===== src/rtl/sdram_burst_pkg.sv =====
package sdram_burst_pkg;
  // codes 0..N-1 select 2**code beats, anything above selects full page
  localparam int unsigned FIXED_BL_CODES = 4;

  function automatic int unsigned bl_log2(input int unsigned code);
    return (code < FIXED_BL_CODES) ? code : 0;
  endfunction
endpackage


===== src/rtl/sdram_bl_decode.sv =====
module sdram_bl_decode
  import sdram_burst_pkg::*;
#(
  parameter int unsigned COL_W    = 8,
  parameter int unsigned BL_SEL_W = 3
) (
  input  logic [BL_SEL_W-1:0] bl_sel_i,
  output logic [COL_W-1:0]    mask_o,
  output logic                full_o
);
  logic [31:0] log2_w;

  assign full_o = (32'(bl_sel_i) >= FIXED_BL_CODES);
  assign log2_w = bl_log2(32'(bl_sel_i));

  for (genvar i = 0; i < COL_W; i++) begin : g_mask
    assign mask_o[i] = full_o | (log2_w > i);
  end
endmodule


===== src/rtl/sdram_beat_counter.sv =====
module sdram_beat_counter #(
  parameter int unsigned COL_W = 8
) (
  input  logic             clk_i,
  input  logic             rst_ni,
  input  logic             load_i,
  input  logic             adv_i,
  input  logic [COL_W-1:0] mask_i,
  input  logic             full_i,
  output logic [COL_W-1:0] cnt_o,
  output logic             end_o
);
  logic [COL_W-1:0] cnt_q;

  always_ff @(posedge clk_i or negedge rst_ni) begin
    if (!rst_ni)     cnt_q <= '0;
    else if (load_i) cnt_q <= '0;
    else if (adv_i)  cnt_q <= cnt_q + COL_W'(1);
  end

  assign cnt_o = cnt_q;
  // full page never ends on its own
  assign end_o = !full_i && (cnt_q == mask_i);
endmodule


===== src/rtl/sdram_col_order.sv =====
module sdram_col_order #(
  parameter int unsigned COL_W = 8
) (
  input  logic [COL_W-1:0] start_i,
  input  logic [COL_W-1:0] cnt_i,
  input  logic [COL_W-1:0] mask_i,
  input  logic             il_i,
  output logic [COL_W-1:0] col_o
);
  logic [COL_W-1:0] sum_w;

  assign sum_w = start_i + cnt_i;

  for (genvar i = 0; i < COL_W; i++) begin : g_bit
    assign col_o[i] = !mask_i[i] ? start_i[i]
                    : il_i      ? (start_i[i] ^ cnt_i[i])
                                : sum_w[i];
  end
endmodule


===== src/rtl/sdram_col_burst_gen.sv =====
module sdram_col_burst_gen #(
  parameter int unsigned COL_W    = 8,
  parameter int unsigned BL_SEL_W = 3
) (
  input  logic                clk_i,
  input  logic                rst_ni,
  input  logic                start_i,
  input  logic [COL_W-1:0]    start_col_i,
  input  logic [BL_SEL_W-1:0] bl_sel_i,
  input  logic                interleave_i,
  input  logic                stop_i,
  output logic                valid_o,
  output logic [COL_W-1:0]    col_o,
  output logic                last_o,
  output logic                done_o
);
  logic             valid_q, done_q, full_q, il_q;
  logic [COL_W-1:0] start_q, mask_q;
  logic [COL_W-1:0] mask_w, cnt_w, col_w;
  logic             full_w, end_w, go_w, adv_w;

  sdram_bl_decode #(.COL_W(COL_W), .BL_SEL_W(BL_SEL_W)) u_dec (
    .bl_sel_i (bl_sel_i),
    .mask_o   (mask_w),
    .full_o   (full_w)
  );

  assign last_o = valid_q && (stop_i || end_w);
  assign go_w   = start_i && (!valid_q || last_o);
  assign adv_w  = valid_q && !last_o;

  sdram_beat_counter #(.COL_W(COL_W)) u_cnt (
    .clk_i  (clk_i),
    .rst_ni (rst_ni),
    .load_i (go_w),
    .adv_i  (adv_w),
    .mask_i (mask_q),
    .full_i (full_q),
    .cnt_o  (cnt_w),
    .end_o  (end_w)
  );

  sdram_col_order #(.COL_W(COL_W)) u_ord (
    .start_i (start_q),
    .cnt_i   (cnt_w),
    .mask_i  (mask_q),
    .il_i    (il_q),
    .col_o   (col_w)
  );

  always_ff @(posedge clk_i or negedge rst_ni) begin
    if (!rst_ni) begin
      valid_q <= 1'b0;
      done_q  <= 1'b0;
      start_q <= '0;
      mask_q  <= '0;
      full_q  <= 1'b0;
      il_q    <= 1'b0;
    end else begin
      done_q <= last_o;
      if (go_w) begin
        valid_q <= 1'b1;
        start_q <= start_col_i;
        mask_q  <= mask_w;
        full_q  <= full_w;
        il_q    <= interleave_i && !full_w; // full page is always sequential
      end else if (last_o) begin
        valid_q <= 1'b0;
      end
    end
  end

  assign valid_o = valid_q;
  assign col_o   = valid_q ? col_w : '0;
  assign done_o  = done_q;

  AST_LAST_NEEDS_VALID: assert property (@(posedge clk_i) disable iff (!rst_ni)
    last_o |-> valid_o);

  AST_STOP_ENDS: assert property (@(posedge clk_i) disable iff (!rst_ni)
    (valid_o && stop_i && !start_i) |=> !valid_o);

  AST_UPPER_FIXED: assert property (@(posedge clk_i) disable iff (!rst_ni)
    (valid_o && !last_o) |=> ((col_o & ~mask_q) == $past(col_o & ~mask_q)));

  AST_SEQ_STEP: assert property (@(posedge clk_i) disable iff (!rst_ni)
    (valid_o && !last_o && !il_q) |=>
      (((col_o - $past(col_o)) & mask_q) == (COL_W'(1) & mask_q)));

  AST_FULL_WRAP: assert property (@(posedge clk_i) disable iff (!rst_ni)
    (valid_o && !last_o && full_q) |=> (col_o == $past(col_o) + COL_W'(1)));
endmodule


===== config.mk =====
export PLATFORM = sky130hd
export DESIGN_NAME = sdram_col_burst_gen
export DESIGN_NICKNAME = d
export VERILOG_FILES = /design/src/rtl/sdram_burst_pkg.sv /design/src/rtl/sdram_bl_decode.sv /design/src/rtl/sdram_beat_counter.sv /design/src/rtl/sdram_col_order.sv /design/src/rtl/sdram_col_burst_gen.sv
export SDC_FILE = /design/constraint.sdc
export NUM_CORES = 1
export LEC_CHECK = 0
export ABC_AREA = 1
export BUFFER_PORTS_ARGS = -buffer_cell sky130_fd_sc_hd__buf_2
export CAP_MARGIN = 15
export CORE_AREA = 2 2 77 64
export DETAILED_ROUTE_END_ITERATION = 12
export DIE_AREA = 0 0 79 66
export GPL_ROUTABILITY_DRIVEN = 1
export HOLD_SLACK_MARGIN = 0.15
export PLACE_DENSITY = 0.62
export SKIP_CTS_REPAIR_TIMING = 1
export SLEW_MARGIN = 10
export SYNTH_ARGS = -nofsm -noshare
export SYNTH_HDL_FRONTEND = slang
export SYNTH_SLANG_ARGS = --single-unit

===== constraint.sdc =====
create_clock -name clk_i -period 4.8 [get_ports clk_i]
set_clock_uncertainty 0.1 [all_clocks]
set_input_delay 0.24 -clock clk_i [delete_from_list [all_inputs] [get_ports clk_i]]
set_output_delay 0.24 -clock clk_i [all_outputs]
set_load 0.005 [all_outputs]

Word-level counts from Yosys, hierarchy flattened
Index checks and enable logic that the tools add are counted.

word-level totals
  register bits = 28
  bits of input ports = 16
  output and inout port bits = 11
  logic and storage cells = 71

cells by class
  $add $sub $neg = 2
  magnitude comparators = 10
  eq/ne operators = 1
  muxes and demuxes = 22
  bitwise gates (word level) = 16
  reductions and logical operators = 13

operators with widths
  operator                                                                number
  32-bit by 3-bit > comparator with 1-bit output (second input constant)  4
  32-bit by 1-bit > comparator with 1-bit output (second input constant)  2
  32-bit by 2-bit > comparator with 1-bit output (second input constant)  2
  8-bit 2-to-1 mux                                                        3
  1-bit 2-to-1 mux                                                        18
  8-bit by 1-bit adder with 8-bit output (second input constant)          1
  8-bit adder                                                             1
  8-bit equality test                                                     1
  1-bit OR                                                                8
  1-bit bitwise XOR                                                       8
  1-bit logical AND                                                       5
  1-bit logical NOT                                                       4
  2-bit nonzero test                                                      2
  3-bit >= comparator (second input constant)                             1
  3-bit < comparator (second input constant)                              1
  3-bit 2-to-1 mux                                                        1
  1-bit logical OR                                                        2

Longest topological paths before layout
  word-level depth = 8
  depth in mapped cells = 11

Hierarchy
From an unflattened synthesis, not the netlist that was laid out.

unflattened totals
  cells, all modules = 273
  area, all modules = 1948.1 um^2

modules (own cells, without submodules)
  module               instances  cells an instance  area an instance (um^2)  seq. area each (um^2)
  sdram_col_burst_gen  1          107                902.1                    500.5
  sdram_beat_counter   1          78                 554.3                    200.2
  sdram_col_order      1          75                 421.7                    0.0
  sdram_bl_decode      1          13                 70.1                     0.0

Worst setup path after synthesis
Ideal clock, no wire load.

  path kind = reg2out
  from = register u_cnt.cnt_q[0], in the netlist u_cnt.cnt_o[0]
  to = output port col_o[4]
  arrival time = 1.547 ns
  data required time = 4.460 ns
  setup slack = 2.913 ns
  stages on the path, launching flop included = 10
  buffers on the path = 0
  cell sequence = dfrtp_1 -> ha_1 -> fa_1 -> nand3_1 -> nand2_1 -> nand2_1 -> xor2_1 -> nand2_1 -> o211ai_1 -> inv_1

on the way
  word-level cells in the longest chain between the ends = 4

RTL lines
  what                    RTL line                   source
  start, declared         sdram_beat_counter.sv:13   logic [COL_W-1:0] cnt_q;
  start signal, assigned  sdram_beat_counter.sv:18   else if (adv_i) cnt_q <= cnt_q + COL_W'(1);
  8-bit adder             sdram_col_order.sv:12      assign sum_w = start_i + cnt_i;
  1-bit 2-to-1 mux        sdram_col_order.sv:16      : il_i ? (start_i[i] ^ cnt_i[i])
  1-bit 2-to-1 mux        sdram_col_order.sv:15      assign col_o[i] = !mask_i[i] ? start_i[i]
  8-bit 2-to-1 mux        sdram_col_burst_gen.sv:74  assign col_o = valid_q ? col_w : '0;
  end, declared           sdram_col_burst_gen.sv:13  output logic [COL_W-1:0] col_o,

Every way passes these cells.

Final worst setup path
Same ends and word-level chain as after synthesis.

==> run_results.csv <==
group,metric,value,unit
drt,drc,0,
sta,rsz0062_at_grt,"no",
cells_and_area,final_area,0.001889,mm^2
worst_hold_path,worstHoldPathCells,3,
power,power_density,313.4,mW/mm^2
setup_path,ff2ff_setup_slack,2920,ps
drt,dr.first_iter.drc_count,78,
clock_network,insertion_delay,270,ps
synth,synth_cell_types,28,
sta,slew_viol_final,0,
sta,fmax,411.6,MHz
placed_design,dp_hpwl,2663,um
cells_and_area,layout.nets,274,
drt,routed_wl,3596,um
synth,yosysSeqAreaShare,36.42,%
floorplanning,core.rowCount,22,
synth,syn_avg_cell_area,7.454,um^2
cells_and_area,antenna_cells,0,
global_route,antenna_found_initial,0,
global_route,met3_usage,3.689,%
global_route,top_usage_layer,"met2",
drt,ant_nets,0,
sta,slew_headroom,63.71,%
synth,ys_warn_count,0,
global_route,grt_usage,14.80,%
drt,vias_per_cell,4.656,
floorplanning,die_w,79,um
synth,synth_nets,237,
setup_path,cp-end-kind,"output pin",
worst_hold_path,hold_class,"in -> reg",
clock_network,cts_tree,"done",
synth,syn_inst,212,
floorplanning,ios,27,
setup_path,start_kind,"flip-flop",
sta,finalSetupViolCount,0,
clock_network,cts_buffer_depth,2,
drt,via_count,1434,
placed_design,postPlaceCellArea,0.001750,mm^2
cells_and_area,syn2layout_area_growth,19.56,%
global_route,grt_max_degree,24,
sta,fin_crit_sh,50.61,%
drt,firstDrtPassIters,4,
global_route,overflow,0,
setup_path,r2r_start,"full_q$_DFFE_PN0N_",
floorplanning,start_util,35.44,%
setup_path,timing.rr.end,"il_q$_DFFE_PN0N_",
clock_network,clk_pin_slew,90,ps
clock_network,ctsHtreeMaxLevel,1,
floorplanning,dieArea,0.005214,mm^2
setup_path,crit_required,4460,ps
setup_path,endpoint,"col_o[4]",
outcome,run_status,"complete, no violations",
sta,setup_tns,0,ps
global_route,use_met2,22.78,%
flow_run,drv_cap,0,
setup_path,crit_type,"reg -> out",
sta,hold_viol_final,0,
clock_network,numCtsBuffers,3,
drt,detail_route.wl_per_cell,11.68,um
clock_network,cts_root_buf,"clkbuf_8",
cells_and_area,drive_above_1_share,18.55,%
global_route,grt_pass1_vias,1259,
floorplanning,fp.dieH,66,um
setup_path,arrival,2090,ps
synth,synth-seq-cells,23,
placed_design,io_buffers,26,
floorplanning,coreArea,0.004459,mm^2
global_route,grt_pass1_wl,5927,um
clock_network,clock-sinks,23,
power,p_leak,0.001024,uW
setup_path,startpoint,"u_cnt.cnt_o[0]$_DFFE_PN0P_",
sta,fin_crit,2429,ps
setup_path,cp_max_fo,5,
global_route,use_met1,21.22,%
placed_design,finalWeightedCongestion,0.8525,
power,ir_worst_vdd,0.1924,mV
synth,synth_area,0.001580,mm^2
setup_path,reg2reg_depth,8,
sta,worst_slew_pin_slew,544.4,ps
critical path, stage by stage (launching register included):
cell and delay (ps):
dfrtp_1 450, ha_1 230, fa_1 410, nand3_1 100, nand2_1 90, nand2_1 80, xor2_1 140, nand2_1 60
o211ai_1 90, inv_1 50, buf_2 120
worst min path at each step:
stage	start	end	slack, ps
2_1_floorplan	rst_ni	done_o$_DFF_PN0_	-160
3_3_place_gp	rst_ni	done_o$_DFF_PN0_	160
3_5_place_dp	rst_ni	done_o$_DFF_PN0_	160
4_1_cts	rst_ni	u_cnt.cnt_o[3]$_DFFE_PN0P_	-140
5_1_grt	interleave_i	il_q$_DFFE_PN0N_	150
6_report	interleave_i	il_q$_DFFE_PN0N_	140
per-layer routing:
layer  vias to the layer above  wire [um]
li1                        749          -
met1                       644       1831
met2                        39       1494
met3                         2        252
met4                         0         18
met5                         -          0
Yosys cell counts:
| library cell | count | area, um^2 |
|---|---|---|
| nand2_1 | 76 | 285.3 |
| dfrtp_1 | 23 | 575.6 |
| inv_1 | 20 | 75.07 |
| nor2_1 | 17 | 63.81 |
| a21oi_1 | 10 | 50.05 |
| o21ai_0 | 10 | 50.05 |
| ha_1 | 8 | 100.1 |
| nand3_1 | 8 | 40.04 |
| xor2_1 | 7 | 61.31 |
| inv_2 | 4 | 15.01 |
| nand3b_1 | 4 | 30.03 |
| nand4_1 | 4 | 25.02 |
| o21ai_2 | 4 | 35.03 |
| nand2_4 | 2 | 22.52 |
| nor3_2 | 2 | 20.02 |
| buf_12 | 1 | 20.02 |
| buf_6 | 1 | 11.26 |
| clkbuf_1 | 1 | 3.750 |
| fa_1 | 1 | 20.02 |
| mux2i_1 | 1 | 10.01 |
| nand3_2 | 1 | 10.01 |
| nand3_4 | 1 | 17.52 |
| nor2_2 | 1 | 6.260 |
| nor3_1 | 1 | 5.000 |
| o211ai_1 | 1 | 7.510 |
| o21ai_1 | 1 | 5.000 |
| or2_2 | 1 | 6.260 |
| xnor2_1 | 1 | 8.760 |
layout make-up:
class / count / area (um^2)
tap: 60 / 75.07
inverter: 24 / 90.09
sequential: 23 / 575.6
clock inverter: 1 / 7.507
clock buffer: 3 / 41.29
multi-input combinational: 162 / 879.6
timing repair buffer: 35 / 220.2
fill: 492 / 2570
where the power goes:
group | internal [uW] | total, uW | switching [uW]
Combinational | 86.2 | 200 | 114
Sequential | 222 | 264 | 41.8
Clock | 58.9 | 128 | 69.2
layout by cell type, fill, tap and decap left out, drive strengths merged:
cell / netlist / final
nand2: 78 / 78
buf: 2 / 26
inv: 24 / 24
dfrtp: 23 / 23
nor2: 18 / 18
o21ai: 15 / 15
a21oi: 10 / 10
nand3: 10 / 10
dlygate4sd3: 0 / 9
ha: 8 / 8
xor2: 7 / 7
nand4: 4 / 4
nand3b: 4 / 4
clkbuf: 1 / 3
nor3: 3 / 3
or2: 1 / 1
o211ai: 1 / 1
xnor2: 1 / 1
mux2i: 1 / 1
fa: 1 / 1
clkinvlp: 0 / 1
flip-flops by register name, indices dropped and copies added, names as in the netlist:
register     count
start_q          8
u_cnt.cnt_o      8
mask_q           3
done_o           1
full_q           1
il_q             1
valid_o          1
through the flow:
stage / cells / util [%] / hold WS (ps) / power [uW] / setup WS, ps
global placement: 295 / 39.25 / 159.8 / 459.5 / 2718
detailed placement: 295 / 39.25 / 161.0 / 460.9 / 2702
finish: 308 / 42.37 / 141.6 / 592.1 / 2371
global route: 308 / 42.37 / 153.1 / 637.5 / 2270
floorplan: 212 / - / -155.6 / 397.4 / 2913
CTS: 299 / 40.35 / -143.0 / 592.9 / 2370
cells by family (layout without fill, tap and decap cells):
| family | count (synthesis) | after routing | share of synthesized area (%) |
|---|---|---|---|
| buf+inv | 27 | 63 | 7.917 |
| fa+ha+maj | 9 | 9 | 7.601 |
| mux | 1 | 1 | 0.6334 |
| xor+xnor | 8 | 8 | 4.434 |
| flops | 23 | 23 | 36.42 |
| simple gates | 118 | 118 | 33.65 |
| compound gates | 26 | 26 | 9.343 |
(Power assumes the default switching activity.)
